--- src/rtl/fuse_seq_pkg.sv ---
// Package: shared state encoding for the fuse read sequencer.
// Assumes: nothing beyond a 4-bit state register.
package fuse_seq_pkg;

    typedef enum logic [3:0] {
        ST_IDLE      = 4'd0,
        ST_SETTLE_UP = 4'd1,
        ST_ISO_REL   = 4'd2,
        ST_BURST_ON  = 4'd3,
        ST_ISSUE     = 4'd4,
        ST_CLEAR     = 4'd5,
        ST_WAIT      = 4'd6,
        ST_BURST_OFF = 4'd7,
        ST_ISO_ON    = 4'd8,
        ST_PWRB_OFF  = 4'd9,
        ST_SETTLE_DN = 4'd10
    } seq_state_e;

endpackage

--- src/rtl/fuse_seq_timer.sv ---
// Module: up-counting interval timer.
// Counts cycles while run_i is high and returns to zero while clear_i is high.
// last_o marks the LIMIT-th running cycle since the last clear.
// Assumes: LIMIT >= 1; clear_i and run_i are never high together.
module fuse_seq_timer #(
    parameter int LIMIT = 16
) (
    input  logic clk,
    input  logic rst_n,
    input  logic clear_i,
    input  logic run_i,
    output logic last_o
);
    localparam int W = (LIMIT < 2) ? 1 : $clog2(LIMIT);
    localparam logic [W-1:0] LAST_VAL = W'(LIMIT - 1);

    logic [W-1:0] cnt_q;

    // Cycle counter: cleared outside the timed state, advances inside it.
    always_ff @(posedge clk) begin
        if (!rst_n) begin
            cnt_q <= '0;
        end else if (clear_i) begin
            cnt_q <= '0;
        end else if (run_i) begin
            cnt_q <= cnt_q + 1'b1;
        end
    end

    // Expiry flag for the current running cycle.
    always_comb begin
        last_o = run_i && (cnt_q == LAST_VAL);
    end
endmodule

--- src/rtl/fuse_seq_addr.sv ---
// Module: address and byte-offset generator for one read run.
// It loads the start address and the final offset on load_i and moves both on step_i.
// Assumes: load_i is issued only with a non-zero count.
module fuse_seq_addr #(
    parameter int ADDR_W = 11,
    parameter int CNT_W  = 8
) (
    input  logic              clk,
    input  logic              rst_n,
    input  logic              load_i,
    input  logic              step_i,
    input  logic [ADDR_W-1:0] start_addr_i,
    input  logic [CNT_W-1:0]  byte_cnt_i,
    output logic [ADDR_W-1:0] cur_addr_o,
    output logic [CNT_W-1:0]  idx_o,
    output logic              last_o,
    output logic              cnt_zero_o
);
    logic [CNT_W-1:0] last_idx_q;

    // Address, offset and final offset registers.
    always_ff @(posedge clk) begin
        if (!rst_n) begin
            cur_addr_o <= '0;
            idx_o      <= '0;
            last_idx_q <= '0;
        end else if (load_i) begin
            cur_addr_o <= start_addr_i;
            idx_o      <= '0;
            last_idx_q <= byte_cnt_i - 1'b1;
        end else if (step_i) begin
            cur_addr_o <= cur_addr_o + 1'b1;
            idx_o      <= idx_o + 1'b1;
        end
    end

    // Range decode for the controller.
    always_comb begin
        last_o     = (idx_o == last_idx_q);
        cnt_zero_o = (byte_cnt_i == '0);
    end
endmodule

--- src/rtl/fuse_seq_ctrl.sv ---
// Module: sequencing state machine for the fuse read.
// It drives power, isolation and burst in order, issues requests, captures bytes
// and reports done and error. Every output is a register.
// Assumes: the timers and address generator are wired as in fuse_rd_seq.
module fuse_seq_ctrl
    import fuse_seq_pkg::*;
#(
    parameter int ADDR_W = 11,
    parameter int CNT_W  = 8,
    parameter int DATA_W = 8
) (
    input  logic              clk,
    input  logic              rst_n,
    input  logic              start_i,
    input  logic              burst_en_i,
    input  logic              cnt_zero_i,
    input  logic              settle_last_i,
    input  logic              wait_last_i,
    input  logic              last_byte_i,
    input  logic [ADDR_W-1:0] cur_addr_i,
    input  logic [CNT_W-1:0]  idx_i,
    input  logic              fuse_rdy_i,
    input  logic [DATA_W-1:0] fuse_data_i,
    output seq_state_e        state_o,
    output logic              load_o,
    output logic              step_o,
    output logic              pwr_a_o,
    output logic              pwr_b_o,
    output logic              iso_o,
    output logic              burst_o,
    output logic              fuse_req_o,
    output logic [ADDR_W-1:0] fuse_addr_o,
    output logic              buf_we_o,
    output logic [CNT_W-1:0]  buf_addr_o,
    output logic [DATA_W-1:0] buf_data_o,
    output logic              done_o,
    output logic              err_o
);
    seq_state_e st_q;
    logic       burst_cfg_q;

    // Load and step strobes for the address generator.
    always_comb begin
        load_o  = (st_q == ST_IDLE) && start_i && !cnt_zero_i;
        step_o  = (st_q == ST_WAIT) && fuse_rdy_i && !last_byte_i;
        state_o = st_q;
    end

    // Main sequencer: state, power pins and the registered outputs.
    always_ff @(posedge clk) begin
        if (!rst_n) begin
            st_q        <= ST_IDLE;
            burst_cfg_q <= 1'b0;
            pwr_a_o     <= 1'b0;
            pwr_b_o     <= 1'b0;
            iso_o       <= 1'b1;
            burst_o     <= 1'b0;
            fuse_req_o  <= 1'b0;
            fuse_addr_o <= '0;
            buf_we_o    <= 1'b0;
            buf_addr_o  <= '0;
            buf_data_o  <= '0;
            done_o      <= 1'b0;
            err_o       <= 1'b0;
        end else begin
            fuse_req_o <= 1'b0;
            buf_we_o   <= 1'b0;
            done_o     <= 1'b0;
            case (st_q)
                ST_IDLE: begin
                    if (start_i) begin
                        err_o <= 1'b0;
                        if (cnt_zero_i) begin
                            done_o <= 1'b1;
                        end else begin
                            pwr_a_o     <= 1'b1;
                            burst_cfg_q <= burst_en_i;
                            st_q        <= ST_SETTLE_UP;
                        end
                    end
                end
                ST_SETTLE_UP: begin
                    if (settle_last_i) begin
                        pwr_b_o <= 1'b1;
                        st_q    <= ST_ISO_REL;
                    end
                end
                ST_ISO_REL: begin
                    iso_o <= 1'b0;
                    st_q  <= ST_BURST_ON;
                end
                ST_BURST_ON: begin
                    burst_o <= burst_cfg_q;
                    st_q    <= ST_ISSUE;
                end
                ST_ISSUE: begin
                    fuse_req_o  <= 1'b1;
                    fuse_addr_o <= cur_addr_i;
                    st_q        <= ST_CLEAR;
                end
                ST_CLEAR: begin
                    st_q <= ST_WAIT;
                end
                ST_WAIT: begin
                    if (fuse_rdy_i) begin
                        buf_we_o   <= 1'b1;
                        buf_addr_o <= idx_i;
                        buf_data_o <= fuse_data_i;
                        st_q       <= last_byte_i ? ST_BURST_OFF : ST_ISSUE;
                    end else if (wait_last_i) begin
                        err_o <= 1'b1;
                        st_q  <= ST_BURST_OFF;
                    end
                end
                ST_BURST_OFF: begin
                    burst_o <= 1'b0;
                    st_q    <= ST_ISO_ON;
                end
                ST_ISO_ON: begin
                    iso_o <= 1'b1;
                    st_q  <= ST_PWRB_OFF;
                end
                ST_PWRB_OFF: begin
                    pwr_b_o <= 1'b0;
                    st_q    <= ST_SETTLE_DN;
                end
                ST_SETTLE_DN: begin
                    if (settle_last_i) begin
                        pwr_a_o <= 1'b0;
                        done_o  <= 1'b1;
                        st_q    <= ST_IDLE;
                    end
                end
                default: begin
                    st_q <= ST_IDLE;
                end
            endcase
        end
    end
endmodule

--- src/rtl/fuse_rd_seq.sv ---
// Module: top of the fuse array read sequencer.
// It joins the state machine, the settle timer, the ready-timeout timer and the
// address generator.
// Assumes: the fuse macro clears ready on a request and raises it at least one
// cycle later with the byte on fuse_data_i.
module fuse_rd_seq
    import fuse_seq_pkg::*;
#(
    parameter int ADDR_W      = 11,
    parameter int CNT_W       = 8,
    parameter int DATA_W      = 8,
    parameter int SETTLE_CYC  = 16,
    parameter int TIMEOUT_CYC = 64
) (
    input  logic              clk,
    input  logic              rst_n,
    input  logic              start_i,
    input  logic [ADDR_W-1:0] start_addr_i,
    input  logic [CNT_W-1:0]  byte_cnt_i,
    input  logic              burst_en_i,
    output logic              pwr_a_o,
    output logic              pwr_b_o,
    output logic              iso_o,
    output logic              burst_o,
    output logic              fuse_req_o,
    output logic [ADDR_W-1:0] fuse_addr_o,
    input  logic              fuse_rdy_i,
    input  logic [DATA_W-1:0] fuse_data_i,
    output logic              buf_we_o,
    output logic [CNT_W-1:0]  buf_addr_o,
    output logic [DATA_W-1:0] buf_data_o,
    output logic              done_o,
    output logic              err_o
);
    seq_state_e        state;
    logic              load, step_en;
    logic              settle_run, settle_last;
    logic              wait_run, wait_last;
    logic              last_byte, cnt_zero;
    logic [ADDR_W-1:0] cur_addr;
    logic [CNT_W-1:0]  idx;

    // Timer enables decoded from the sequencer state.
    always_comb begin
        settle_run = (state == ST_SETTLE_UP) || (state == ST_SETTLE_DN);
        wait_run   = (state == ST_WAIT);
    end

    fuse_seq_timer #(.LIMIT(SETTLE_CYC)) u_settle (
        .clk     (clk),
        .rst_n   (rst_n),
        .clear_i (!settle_run),
        .run_i   (settle_run),
        .last_o  (settle_last)
    );

    fuse_seq_timer #(.LIMIT(TIMEOUT_CYC)) u_wait (
        .clk     (clk),
        .rst_n   (rst_n),
        .clear_i (!wait_run),
        .run_i   (wait_run),
        .last_o  (wait_last)
    );

    fuse_seq_addr #(.ADDR_W(ADDR_W), .CNT_W(CNT_W)) u_addr (
        .clk          (clk),
        .rst_n        (rst_n),
        .load_i       (load),
        .step_i       (step_en),
        .start_addr_i (start_addr_i),
        .byte_cnt_i   (byte_cnt_i),
        .cur_addr_o   (cur_addr),
        .idx_o        (idx),
        .last_o       (last_byte),
        .cnt_zero_o   (cnt_zero)
    );

    fuse_seq_ctrl #(.ADDR_W(ADDR_W), .CNT_W(CNT_W), .DATA_W(DATA_W)) u_ctrl (
        .clk           (clk),
        .rst_n         (rst_n),
        .start_i       (start_i),
        .burst_en_i    (burst_en_i),
        .cnt_zero_i    (cnt_zero),
        .settle_last_i (settle_last),
        .wait_last_i   (wait_last),
        .last_byte_i   (last_byte),
        .cur_addr_i    (cur_addr),
        .idx_i         (idx),
        .fuse_rdy_i    (fuse_rdy_i),
        .fuse_data_i   (fuse_data_i),
        .state_o       (state),
        .load_o        (load),
        .step_o        (step_en),
        .pwr_a_o       (pwr_a_o),
        .pwr_b_o       (pwr_b_o),
        .iso_o         (iso_o),
        .burst_o       (burst_o),
        .fuse_req_o    (fuse_req_o),
        .fuse_addr_o   (fuse_addr_o),
        .buf_we_o      (buf_we_o),
        .buf_addr_o    (buf_addr_o),
        .buf_data_o    (buf_data_o),
        .done_o        (done_o),
        .err_o         (err_o)
    );
endmodule

--- config.mk ---
export PLATFORM = sky130hd
export DESIGN_NAME = fuse_rd_seq
export DESIGN_NICKNAME = d
export VERILOG_FILES = /design/src/rtl/fuse_seq_pkg.sv /design/src/rtl/fuse_seq_timer.sv /design/src/rtl/fuse_seq_addr.sv /design/src/rtl/fuse_seq_ctrl.sv /design/src/rtl/fuse_rd_seq.sv
export SDC_FILE = /design/constraint.sdc
export NUM_CORES = 1
export LEC_CHECK = 0
export BUFFER_PORTS_ARGS = -buffer_cell sky130_fd_sc_hd__buf_2
export CAP_MARGIN = 5
export CORE_MARGIN = 2
export CORE_UTILIZATION = 59
export CTS_CLUSTER_SIZE = 25
export DETAILED_ROUTE_END_ITERATION = 10
export PLACE_DENSITY = 0.93
export SYNTH_ARGS = -nofsm -noshare
export SYNTH_HDL_FRONTEND = slang
export SYNTH_HIERARCHICAL = 1
export SYNTH_SLANG_ARGS = --single-unit
--- constraint.sdc ---
create_clock -name clk -period 7.2 [get_ports clk]
set_clock_uncertainty 0.1 [all_clocks]
set_input_delay 0.72 -clock clk [delete_from_list [all_inputs] [get_ports clk]]
set_output_delay 0.72 -clock clk [all_outputs]
set_load 0.02 [all_outputs]
==> out/qor.yml <==
cts:
  cts_root_buffer: "clkbuf_8"
  cts.htree.levels: 3
  post-cts-setup-buffer-count: 0
  clock_path_buffers: 2
  cts_hold_buf: 0
  cts_resized: 0
  cts.reportedPaths.clkPinSlew_ps: 80
  cts_tree: "built"
  numCtsBuffers: 9
  clock_sink_count: 77
  clk_latency_ps: 350
yosys:
  syn_nets: 452
  ys_top_cells_by_area: "dfxtp_1 (43%), nand2_1 (7.7%), a21oi_1 (6.4%)"
  netlist_area_um2: 3570
  yosysWarnings: 6
  synth_top_cell_by_area: "dfxtp_1"
  synth_enable_flop_cells: 0
  yosysSeqAreaShare: 0.432
  synth_cell_type_count: 55
  yosys_most_used_dff: "dfxtp_1"
  synth_top_area_share: 0.432
  yosysMostFrequentCell: "dfxtp_1"
  syn_inst: 414
  synth.avg_cell_area_um2: 8.63
  ys_top_cells_by_count: "dfxtp_1 (77), nand2_1 (73), a21oi_1 (46), nor2_1 (34), xor2_1 (19)"
  async_reset_ff_frac: 0
  ys_ff_latch: 77
sta:
  fmax_mhz: 337
  setup-tns-final_ps: 0
  min_period_ps: 2960
  finalHoldViolCount: 0
  slew_headroom: 0.334
  min_period_over_period: 0.412
  setup_viol: 0
  rsz0062_at_grt: "false"
  worst_pin_slew_ps: 985
  slew_viol_final: 0
floorplan:
  fp.dieH_um: 81.8
  dieArea_um2: 6690
  rows: 28
  core_area_um2: 5890
  io_pins: 67
  die_w_um: 81.8
  initial_core_util: 0.607
route:
  ant_nets: 0
  drtPass1Iterations: 4
  drt-initial-drc-count: 200
  dr_total_vias: 3152
  routed_wl_mm: 7.99
  drc: 0
  wire_per_inst_um: 14.5
  viasPerCell: 5.73
grt:
  grt_max_degree: 38
  grt_pass1_vias: 2897
  grt_use_total: 0.251
  antenna_found_initial: 0
  grt-ovfl-total: 0
  grt_pass1_wl_mm: 13.0
setup_path:
  cp_slowest_cell: "nor4b_1"
  crit_family: "simple AND/OR/NAND/NOR gates"
  cp.required_ps: 7370
  crit_arrival_ps: 3130
  worst-setup-path-type: "in2reg"
  worstSetupStartpointType: "input port"
  cp_slowest_stage_delay_ps: 860
  path_buf_inv: 2
  cp_max_fo: 31
  crit_path_end_kind: "flip-flop"
  crit_chain: "buf_2 > or4_4 > nor4b_1 > nor4_4 > buf_4 > nor3b_1 > a21oi_1 > o22ai_1"
finish:
  drive_gt1_frac: 0.208
  diodes: 0
  final_cell_area_um2: 4120
  areaGrowthSynthToFinish_pct: 15.3
  layout.nets: 508
  fill_cells: 449
placement:
  dpl.hpwl_mm: 5.46
  numPortBuffers: 66
  postPlaceCellArea_um2: 3910
  place_congestion: 0.915
status:
  status: "finished clean"
worst_hold_path:
  min_path_type: "reg2reg"
flow_run:
  drv_cap: 0
power_and_ir_drop:
  powerDensity_nw_per_um2: 282
  irDropWorstVdd_v: 0.000239
  power_leakage_nw: 1.59
[metal layers]
metal  GRT usage  vias up  part of all wire
li1            -     1551                 -
met1       0.325     1481              0.44
met3      0.0538       15             0.059
met4       0.100        0             0.020
met5           0        -                 0
met2       0.407      105              0.48
[stage by stage]
| step | cells | worst slack, ps | util | power, mW | hold WS, ps |
|---|---|---|---|---|---|
| 2_1_floorplan | 414 | 4400 | - | 0.755 | 352 |
| 3_3_place_gp | 534 | 3980 | 0.663 | 0.797 | 338 |
| 3_5_place_dp | 534 | 3930 | 0.663 | 0.813 | 343 |
| 4_1_cts | 550 | 4280 | 0.700 | 1.16 | 355 |
| 5_1_grt | 550 | 4090 | 0.700 | 1.22 | 375 |
| 6_report | 550 | 4240 | 0.700 | 1.16 | 353 |
[path summary, 6_finish.rpt]
path              cells after the start                                from                            endpoint  slack, ps
hold reg to reg                       2  u_ctrl/fuse_addr_o[3]$_SDFFE_PN0P_  u_ctrl/fuse_addr_o[3]$_SDFFE_PN0P_        350
setup / recovery                      8                       byte_cnt_i[5]   u_addr/cur_addr_o[7]$_SDFFE_PN0P_       4240
hold / removal                        2  u_ctrl/fuse_addr_o[3]$_SDFFE_PN0P_  u_ctrl/fuse_addr_o[3]$_SDFFE_PN0P_        350
setup reg to reg                      8      u_ctrl/state_o[1]$_SDFFE_PN0P_      u_ctrl/state_o[0]$_SDFFE_PN0P_       4560
[layout by cell type (no fill, tap or decap), drive strengths merged, types with 5 or more instances in the layout]
cell type and n:
inv 8, buf 69, a21oi 47, nor3b 6
dfxtp 77, a211oi 5, nor2 36, xnor2 16
xor2 19, o21ai 15, nand4 17, nand2 73
mux2i 10, nand3b 6, ha 6, clkbuf 10
[layout make-up]
cell class	count	area, µm²	share of cell area
well taps	75	93.8	0.0228
clock buffers	10	128	0.0310
multi-input cells	306	1890	0.459
clock inverters	6	86.3	0.0210
inverters	7	26.3	0.00638
repair buffers	69	353	0.0857
flip-flops and latches	77	1540	0.374
[worst reg2reg max path: stages (launching register included)]
cell and delay (ps):
dfxtp_1 810, nor2b_4 310, nor3b_2 400, nand4_1 220
nor2_1 210, nor2_1 60, nand4_1 100, o311ai_2 150
mux2i_1 160
[sequential cells by signal, indices dropped and copies added (netlist names)]
register and flops:
u_ctrl/burst_cfg_q 1, u_ctrl/fuse_addr_o 11, u_ctrl/pwr_b_o 1, u_ctrl/pwr_a_o 1, u_addr/cur_addr_o 11, u_ctrl/buf_data_o 8, u_ctrl/fuse_req_o 1, u_ctrl/done_o 1
u_settle/cnt_q 4, u_ctrl/buf_addr_o 8, u_ctrl/buf_we_o 1, u_ctrl/state_o 4, u_ctrl/iso_o 1, u_ctrl/burst_o 1, u_addr/last_idx_q 8, u_ctrl/err_o 1
u_addr/idx_o 8, u_wait/cnt_q 6
[kinds of logic (layout without fill, tap and decap cells)]
| family | count (synthesis) | count (layout) | share of synthesized area |
|---|---|---|---|
| buf+inv | 31 | 92 | 0.0403 |
| flops | 77 | 77 | 0.432 |
| fa+ha+maj | 6 | 6 | 0.0210 |
| mux | 10 | 10 | 0.0280 |
| simple gates | 171 | 171 | 0.255 |
| compound gates | 84 | 84 | 0.138 |
| xor+xnor | 35 | 35 | 0.0858 |
[power breakdown]
| group | total, mW | switching (mW) | internal (mW) |
|---|---|---|---|
| clock network | 0.352 | 0.157 | 0.195 |
| registers | 0.544 | 0.0737 | 0.471 |
| logic | 0.266 | 0.146 | 0.120 |
| total | 1.16 | 0.377 | 0.786 |
(Power assumes the default switching activity.)
